### config.mk
export PLATFORM = sky130hd
export DESIGN_NAME = irq_vec_arbiter
export DESIGN_NICKNAME = d
export VERILOG_FILES = /design/src/rtl/irq_arb_pkg.sv /design/src/rtl/irq_cfg_regs.sv /design/src/rtl/irq_pick.sv /design/src/rtl/irq_vec_arbiter.sv
export SDC_FILE = /design/constraint.sdc
export NUM_CORES = 1
export LEC_CHECK = 0
export BUFFER_PORTS_ARGS = -buffer_cell sky130_fd_sc_hd__buf_2
export CORE_ASPECT_RATIO = 0.8
export CORE_MARGIN = 1.5
export CORE_UTILIZATION = 51
export DETAILED_ROUTE_END_ITERATION = 7
export PLACE_DENSITY = 0.77
export SKIP_CTS_REPAIR_TIMING = 1
export SLEW_MARGIN = 10
export SYNTH_ARGS = -nofsm -noshare
export SYNTH_HDL_FRONTEND = slang
export SYNTH_SLANG_ARGS = --single-unit
### constraint.sdc
create_clock -name clk -period 1.98 [get_ports clk]
set_input_delay 0.198 -clock clk [delete_from_list [all_inputs] [get_ports clk]]
set_output_delay 0.198 -clock clk [all_outputs]
set_load 0.01 [all_outputs]
### src/rtl/irq_arb_pkg.sv
package irq_arb_pkg;
    typedef logic [7:0] byte_t;
    localparam int CTRL_EN = 0;
    localparam int CTRL_RR = 1;
endpackage

### src/rtl/irq_cfg_regs.sv
module irq_cfg_regs
    import irq_arb_pkg::*;
#(
    parameter int NUM_CH = 2,
    parameter int ADDR_W = 4
) (
    input  logic                   clk,
    input  logic                   rst_n,
    input  logic                   wr,
    input  logic [ADDR_W-1:0]      addr,
    input  byte_t                  wdata,
    output logic [NUM_CH-1:0]      mask,
    output logic [NUM_CH-1:0][7:0] idx,
    output logic                   en,
    output logic                   rr,
    output byte_t                  rdata
);
    localparam int CTRL_OFS = NUM_CH + 1;

    typedef struct packed {
        logic [NUM_CH-1:0]      mask;
        logic [NUM_CH-1:0][7:0] idx;
        logic [1:0]             ctrl;
    } cfg_t;

    cfg_t cfg_d, cfg_q;

    always_comb begin
        cfg_d = cfg_q;
        rdata = '0;
        if (addr == ADDR_W'(0)) rdata = byte_t'(cfg_q.mask);
        if (addr == ADDR_W'(CTRL_OFS)) rdata = byte_t'(cfg_q.ctrl);
        for (int i = 0; i < NUM_CH; i++) begin
            if (addr == ADDR_W'(i + 1)) rdata = cfg_q.idx[i];
        end
        if (wr) begin
            if (addr == ADDR_W'(0)) cfg_d.mask = wdata[NUM_CH-1:0];
            if (addr == ADDR_W'(CTRL_OFS)) cfg_d.ctrl = wdata[1:0];
            for (int i = 0; i < NUM_CH; i++) begin
                if (addr == ADDR_W'(i + 1)) cfg_d.idx[i] = wdata;
            end
        end
    end

    always_ff @(posedge clk or negedge rst_n) begin
        if (!rst_n) cfg_q <= '0;
        else        cfg_q <= cfg_d;
    end

    assign mask = cfg_q.mask;
    assign idx  = cfg_q.idx;
    assign en   = cfg_q.ctrl[CTRL_EN];
    assign rr   = cfg_q.ctrl[CTRL_RR];
endmodule

### src/rtl/irq_pick.sv
module irq_pick #(
    parameter int NUM_CH = 2,
    parameter int CH_W   = 1
) (
    input  logic [NUM_CH-1:0] pend,
    input  logic              rr,
    input  logic [CH_W-1:0]   last,
    output logic              hit,
    output logic [CH_W-1:0]   win
);
    always_comb begin
        int start;
        int pos;
        hit = 1'b0;
        win = '0;
        start = 0;
        if (rr) start = (int'(last) >= NUM_CH - 1) ? 0 : int'(last) + 1;
        for (int k = 0; k < NUM_CH; k++) begin
            pos = start + k;
            if (pos >= NUM_CH) pos = pos - NUM_CH;
            if (!hit && pend[pos]) begin
                hit = 1'b1;
                win = CH_W'(pos);
            end
        end
    end
endmodule

### src/rtl/irq_vec_arbiter.sv
module irq_vec_arbiter
    import irq_arb_pkg::*;
#(
    parameter int NUM_CH = 2,
    parameter int ADDR_W = 4
) (
    input  logic              clk,
    input  logic              rst_n,
    input  logic [ADDR_W-1:0] bus_addr,
    input  logic              bus_wr,
    input  logic              bus_rd,
    input  logic [7:0]        bus_wdata,
    output logic [7:0]        bus_rdata,
    output logic              bus_oe,
    input  logic [NUM_CH-1:0] irq_req,
    output logic [NUM_CH-1:0] irq_ack,
    output logic              cpu_int,
    input  logic              cpu_inta
);
    localparam int CH_W = (NUM_CH > 1) ? $clog2(NUM_CH) : 1;

    typedef struct packed {
        logic            inta_prev;
        logic            busy;
        logic            hit;
        logic [CH_W-1:0] win;
        logic [CH_W-1:0] last;
    } st_t;

    st_t st_d, st_q;

    logic [NUM_CH-1:0]      mask;
    logic [NUM_CH-1:0][7:0] idx;
    logic                   en, rr;
    byte_t                  reg_rdata;
    logic [NUM_CH-1:0]      pend;
    logic                   pick_hit;
    logic [CH_W-1:0]        pick_win;

    irq_cfg_regs #(.NUM_CH(NUM_CH), .ADDR_W(ADDR_W)) u_regs (
        .clk(clk), .rst_n(rst_n), .wr(bus_wr), .addr(bus_addr),
        .wdata(bus_wdata), .mask(mask), .idx(idx), .en(en), .rr(rr),
        .rdata(reg_rdata)
    );

    assign pend    = irq_req & mask & {NUM_CH{en}};
    assign cpu_int = |pend;

    irq_pick #(.NUM_CH(NUM_CH), .CH_W(CH_W)) u_pick (
        .pend(pend), .rr(rr), .last(st_q.last),
        .hit(pick_hit), .win(pick_win)
    );

    always_comb begin
        st_d = st_q;
        st_d.inta_prev = cpu_inta;
        if (cpu_inta && !st_q.inta_prev) begin
            st_d.busy = 1'b1;
            st_d.hit  = pick_hit;
            st_d.win  = pick_win;
            if (pick_hit) st_d.last = pick_win;
        end else if (!cpu_inta) begin
            st_d.busy = 1'b0;
            st_d.hit  = 1'b0;
        end
    end

    always_ff @(posedge clk or negedge rst_n) begin
        if (!rst_n) begin
            st_q      <= '0;
            st_q.last <= CH_W'(NUM_CH - 1);
        end else begin
            st_q <= st_d;
        end
    end

    for (genvar g = 0; g < NUM_CH; g++) begin : g_ack
        assign irq_ack[g] = st_q.busy && st_q.hit && (st_q.win == CH_W'(g));
    end

    assign bus_oe    = st_q.busy || bus_rd;
    assign bus_rdata = st_q.busy ? (st_q.hit ? idx[st_q.win] : 8'h00)
                     : (bus_rd ? reg_rdata : 8'h00);


    ack_onehot_chk: assert property (@(posedge clk) disable iff (!rst_n)
        $onehot0(irq_ack));


    ack_oe_chk: assert property (@(posedge clk) disable iff (!rst_n)
        (irq_ack != '0) |-> bus_oe);


    ack_hold_chk: assert property (@(posedge clk) disable iff (!rst_n)
        (cpu_inta && $past(cpu_inta) && (irq_ack != '0) && ($past(irq_ack) != '0))
        |-> $stable(irq_ack));


    ack_release_chk: assert property (@(posedge clk) disable iff (!rst_n)
        !$past(cpu_inta) |-> (irq_ack == '0));
endmodule

# Yosys cells after proc, flatten, opt, wreduce, memory -nomap -nowiden
# Cells that the tools add are included.
[word_totals]
mem_bits_ro = 0
output_inout_bits = 12
mem_count = 0
input_bits = 19
ram_bits = 0
word_cells = 66
latch_bits = 0
regBits = 25
[op_classes]
div_mod_pow = 0
add_sub_neg = 4
magnitude_cmp = 6
n_reduce_logical = 15
n_bitwise = 3
mul = 0
eq_ne = 4
muxes = 25
n_shift = 0
[op_table]
columns = ["cell", "n"]
rows = [
  ["32-bit two-way mux", 4],
  ["32-bit by 3-bit >= comparator with 1-bit output (second input constant)", 2],
  ["32-bit by 3-bit less-than comparator with 1-bit output (second input constant)", 2],
  ["8-bit two-way mux", 8],
  ["32-bit by 3-bit subtractor with 32-bit output (second input constant)", 2],
  ["32-bit by 2-bit adder with 32-bit output (second input constant)", 1],
  ["1-bit two-way mux", 10],
  ["2-bit AND reduction", 5],
  ["4-bit by 2-bit equality test with 1-bit output (second input constant)", 2],
  ["2-bit two-way mux", 3],
  ["1-bit logical AND", 5],
  ["2-bit bitwise AND", 2],
  ["4-bit by 1-bit equality test with 1-bit output (second input constant)", 1],
  ["4-bit zero test", 1],
  ["1-bit by 1-bit adder with 2-bit output (second input constant)", 1],
  ["1-bit zero test", 2],
  ["1-bit by 2-bit less-than comparator with 1-bit output (second input constant)", 1],
  ["2-bit by 1-bit inequality test with 1-bit output (second input constant)", 1],
  ["2-bit OR reduction", 1],
  ["1-bit >= comparator (second input constant)", 1],
  ["1-bit logical OR", 1],
  ["1-bit NOT", 1],
]

# Longest topological paths before layout
[depth]
depth_word = 13
mapped_depth = 4
ltp_nobuf = 3

# By module
# Synthesis repeated with hierarchy kept, for this count alone.
[unflattened]
hier_cells = 110
area_unflattened_um2 = 1378.8
[by_module_without_submodules]
columns = ["module", "seq_area_each_um2", "cells_per_inst", "instances", "area_each_um2"]
rows = [
  ["irq_cfg_regs", 500.5, 68, 1, 953.4],
  ["irq_vec_arbiter", 126.4, 39, 1, 405.4],
  ["irq_pick", 0.0, 3, 1, 20.0],
]

# Worst setup path before layout
# No wires, ideal clock.
[synth_path]
path_kind = "flip-flop to output port"
from = "register st_q[3] (netlist bit)"
to = "output port bus_rdata[0]"
stages_incl_launch_ff = 4
n_path_buf = 0
path_slack_ns = 0.340
t_arrival_ns = 1.442
cell_sequence = "dfrtp_1 > or4b_4 > a211o_1 > o22ai_1"
[synth_between]
elab_chain_cells = 1
[synth_lines]
columns = ["item", "line", "source"]
rows = [
  ["from (decl)", "irq_vec_arbiter.sv:30", "st_t st_d, st_q;"],
  ["from (signal assigned)", "irq_vec_arbiter.sv:73", "st_q <= st_d;"],
  ["8-bit two-way mux", "irq_vec_arbiter.sv:82", "assign bus_rdata = st_q.busy ? (st_q.hit ? idx[st_q.win] : 8'h00)"],
  ["to (decl)", "irq_vec_arbiter.sv:13", "output logic [7:0] bus_rdata,"],
]
# No other way between the ends.

# Final worst setup path
# Ends and elaborated chain as after synthesis.

==> impl_metrics.json <==
{
  "top_layer": "met4",
  "met3WireLength_um": 138,
  "io_pins": 31,
  "yosysSeqAreaShare": 0.5128,
  "clockBufferDepth": 2,
  "hp-class": "in2reg",
  "syn-cell-area_sq_um": 1222,
  "setup_viol": 8,
  "period_minus_slack_ns": 2.052,
  "p_per_area_nw_per_um2": 789.1,
  "wl_met1_mm": 1.072,
  "power_frac_clock": 0.191,
  "drive_gt1_frac": 0.4030,
  "start_util": 0.5520,
  "floorplan.die.height_um": 46.79,
  "p_leak_nw": 0.6917,
  "status": "finished with violations",
  "layout.nets": 154,
  "dp_hpwl_mm": 1.810,
  "critPathMaxFanout": 4,
  "worst_slew_pin_slew_ns": 0.5314,
  "postLayoutCellArea_sq_um": 1458,
  "htreeDepth": 1,
  "grt_pass1_vias": 802,
  "syn_inst": 99,
  "ant_nets": 0,
  "synth.distinct_cells": 30,
  "relSlewSlack": 0.6457,
  "clk_pin_slew_ns": 0.13,
  "place.port_buffers": 30,
  "via_per_inst": 5.597,
  "post-route-drc-count": 4,
  "fin_skew_ns": 0.003205,
  "route.met2.wl_mm": 1.134,
  "core_sq_um": 2215,
  "ys.warnings.count": 0,
  "dp_cells": 152,
  "wl_mm": 2.360,
  "hold_viol_final": 0,
  "syn2layout_area_growth_pct": 19.24,
  "wl_per_cell_um": 14.84,
  "place_congestion": 0.8411,
  "rsz0062_at_grt": "true",
  "grt_max_degree": 26,
  "drtPass1Iterations": 6,
  "drtIter0Drc": 37,
  "clock_sink_count": 25,
  "synth_seq_cells": 25,
  "critPathLaunchType": "register",
  "violations": "DRC, setup timing",
  "pre_cts_ws_ns": 0.2296,
  "grt.overflow.total": 0,
  "fmax_mhz": 487.4,
  "final_cells": 159,
  "fin_ws_ns": -0.07179,
  "p_sw_frac": 0.2745,
  "num_rows": 15,
  "post-route-period-util": 1.036,
  "die_area_sq_um": 2701,
  "power_frac_comb": 0.200,
  "place_area_sq_um": 1398,
  "vias": 890,
  "max-cap-violations": 0,
  "track_usage": 0.1881,
  "total_power_mw": 1.150,
  "end_kind": "output port",
  "clk-insertion-delay-late_ns": 0.31,
  "grt_antenna_before_repair": 0,
  "tritoncts": "done",
  "worst_ir_drop_vdd_mv": 0.4753,
  "switchingPower_uw": 315.8,
  "cp.arrival_ns": 1.85,
  "diodes": 0,
  "path_class": "reg2out",
  "grt_pass1_wl_mm": 3.691,
  "seqPwrFrac": 0.609,
  "slew_viol_final": 0,
  "worst_ep_required_time_ns": 1.78,
  "cts_root_buf": "clkbuf_4",
  "fin_hold_ws_ns": 0.09790,
  "dieWidth_um": 57.74,
  "cts_buffers": 3,
  "syn_area_per_cell_sq_um": 12.35,
  "internal_power_uw": 834.4,
  "synth_nets": 118
}
final cells by class:
class | count | area [sq um]
fill | 168 | 757.0
timing repair buffer | 34 | 185.2
multi-input combinational | 68 | 576.8
tap | 25 | 31.28
inverter | 3 | 11.26
clock buffer | 4 | 26.28
sequential | 25 | 626.9
worst max-delay path, cell delays in order (launching register included):
cell and delay [ns]:
dfrtp_1 0.42, or4b_4 0.58, a211o_1 0.26, o22ai_2 0.14, buf_2 0.15
worst paths after layout:
kind / cells past startpoint / slack (ns) / to / from
worst max-delay path: 4 / -0.07 / bus_rdata[0] / st_q[3]
worst min-delay path: 2 / 0.1 / u_regs.idx[3] / bus_wdata[3]
worst max register to register: 3 / 0.87 / st_q[0] / st_q[4]
worst min register to register: 1 / 0.51 / u_regs.idx[5] / u_regs.idx[5]
min in group asynchronous: 2 / 0.38 / u_regs.mask[1] / rst_n
max in group asynchronous: 2 / 1.24 / st_q[0] / rst_n
stage by stage:
stage | TNS [ns] | util
after floorplan | 0 | -
after global placement | 0 | 0.6311
after detailed placement | 0 | 0.6311
after CTS | -0.9317 | 0.6429
after global routing | -0.9096 | 0.6582
final | -0.2674 | 0.6582
cells in the mapped netlist:
cell type | instances | area, sq um
and3_2 | 1 | 7.510
o21bai_4 | 1 | 18.77
nand2b_1 | 5 | 31.28
a211o_1 | 2 | 17.52
mux2_2 | 12 | 135.1
buf_2 | 2 | 10.01
nor2b_1 | 2 | 12.51
a211oi_1 | 1 | 7.510
inv_1 | 3 | 11.26
a22o_1 | 6 | 52.55
nand3_1 | 1 | 5.000
dfstp_2 | 1 | 26.28
nor3b_1 | 1 | 7.510
a21boi_0 | 3 | 22.52
o21ai_0 | 1 | 5.000
or2_2 | 1 | 6.260
o31ai_1 | 1 | 7.510
nand2_1 | 7 | 26.28
nor3_1 | 1 | 5.000
o32ai_1 | 1 | 8.760
mux2i_1 | 3 | 30.03
o22ai_1 | 2 | 12.51
clkbuf_1 | 1 | 3.750
or4b_4 | 1 | 13.76
nor4_1 | 1 | 6.260
o22ai_4 | 1 | 20.02
mux2_1 | 8 | 90.09
dfrtp_1 | 24 | 600.6
a21oi_1 | 2 | 10.01
nor2_1 | 3 | 11.26
cell families after synthesis:
group	Yosys count	synth area share
buf+inv	6	0.02047
simple gates	24	0.1085
mux	23	0.2088
flops	25	0.5128
compound gates	21	0.1494
power by group through the flow:
| stage | clock [mW] | combinational, mW | sequential (mW) |
|---|---|---|---|
| 2_1_floorplan | 0 | 0.163 | 0.683 |
| 3_3_place_gp | 0 | 0.216 | 0.706 |
| 3_5_place_dp | 0 | 0.225 | 0.712 |
| 4_1_cts | 0.232 | 0.226 | 0.701 |
| 5_1_grt | 0.254 | 0.256 | 0.715 |
| 6_report | 0.219 | 0.230 | 0.701 |
registers in the layout (all words and copies together) (netlist names):
register and flops:
st_q 5, u_regs.en 1, u_regs.idx 16, u_regs.rr 1, u_regs.mask 2
placed cells by master (no fill, tap or decap):
| master | Yosys | layout |
|---|---|---|
| buf_2 | 2 | 30 |
| dfrtp_1 | 24 | 24 |
| mux2_2 | 12 | 12 |
| mux2_1 | 8 | 8 |
| nand2_1 | 7 | 7 |
| a22o_1 | 6 | 6 |
| nand2b_1 | 5 | 5 |
| mux2i_1 | 3 | 3 |
| inv_1 | 3 | 3 |
| nor2_1 | 3 | 3 |
| a21boi_0 | 3 | 3 |
| clkbuf_4 | 0 | 3 |
| nor2b_1 | 2 | 2 |
| a211o_1 | 2 | 2 |
| a21oi_1 | 2 | 2 |
| dlygate4sd3_1 | 0 | 2 |
| buf_4 | 0 | 2 |
| or4b_4 | 1 | 1 |
| and3_2 | 1 | 1 |
| o21bai_4 | 1 | 1 |
| o22ai_4 | 1 | 1 |
| o22ai_1 | 2 | 1 |
| a211oi_1 | 1 | 1 |
| o32ai_1 | 1 | 1 |
| nor4_1 | 1 | 1 |
| nor3_1 | 1 | 1 |
| o22ai_2 | 0 | 1 |
| or2_2 | 1 | 1 |
| nor3b_1 | 1 | 1 |
| nand3_1 | 1 | 1 |
| o31ai_1 | 1 | 1 |
| o21ai_0 | 1 | 1 |
| clkbuf_1 | 1 | 1 |
| dfstp_2 | 1 | 1 |
metal layers:
metal | global-route usage | vias up
met2 | 0.3205 | 26
met4 | 0.04186 | 0
li1 | - | 431
met5 | 0 | -
met1 | 0.2408 | 431
met3 | 0.06061 | 2
Note: power is estimated with default switching activity, not from simulation.
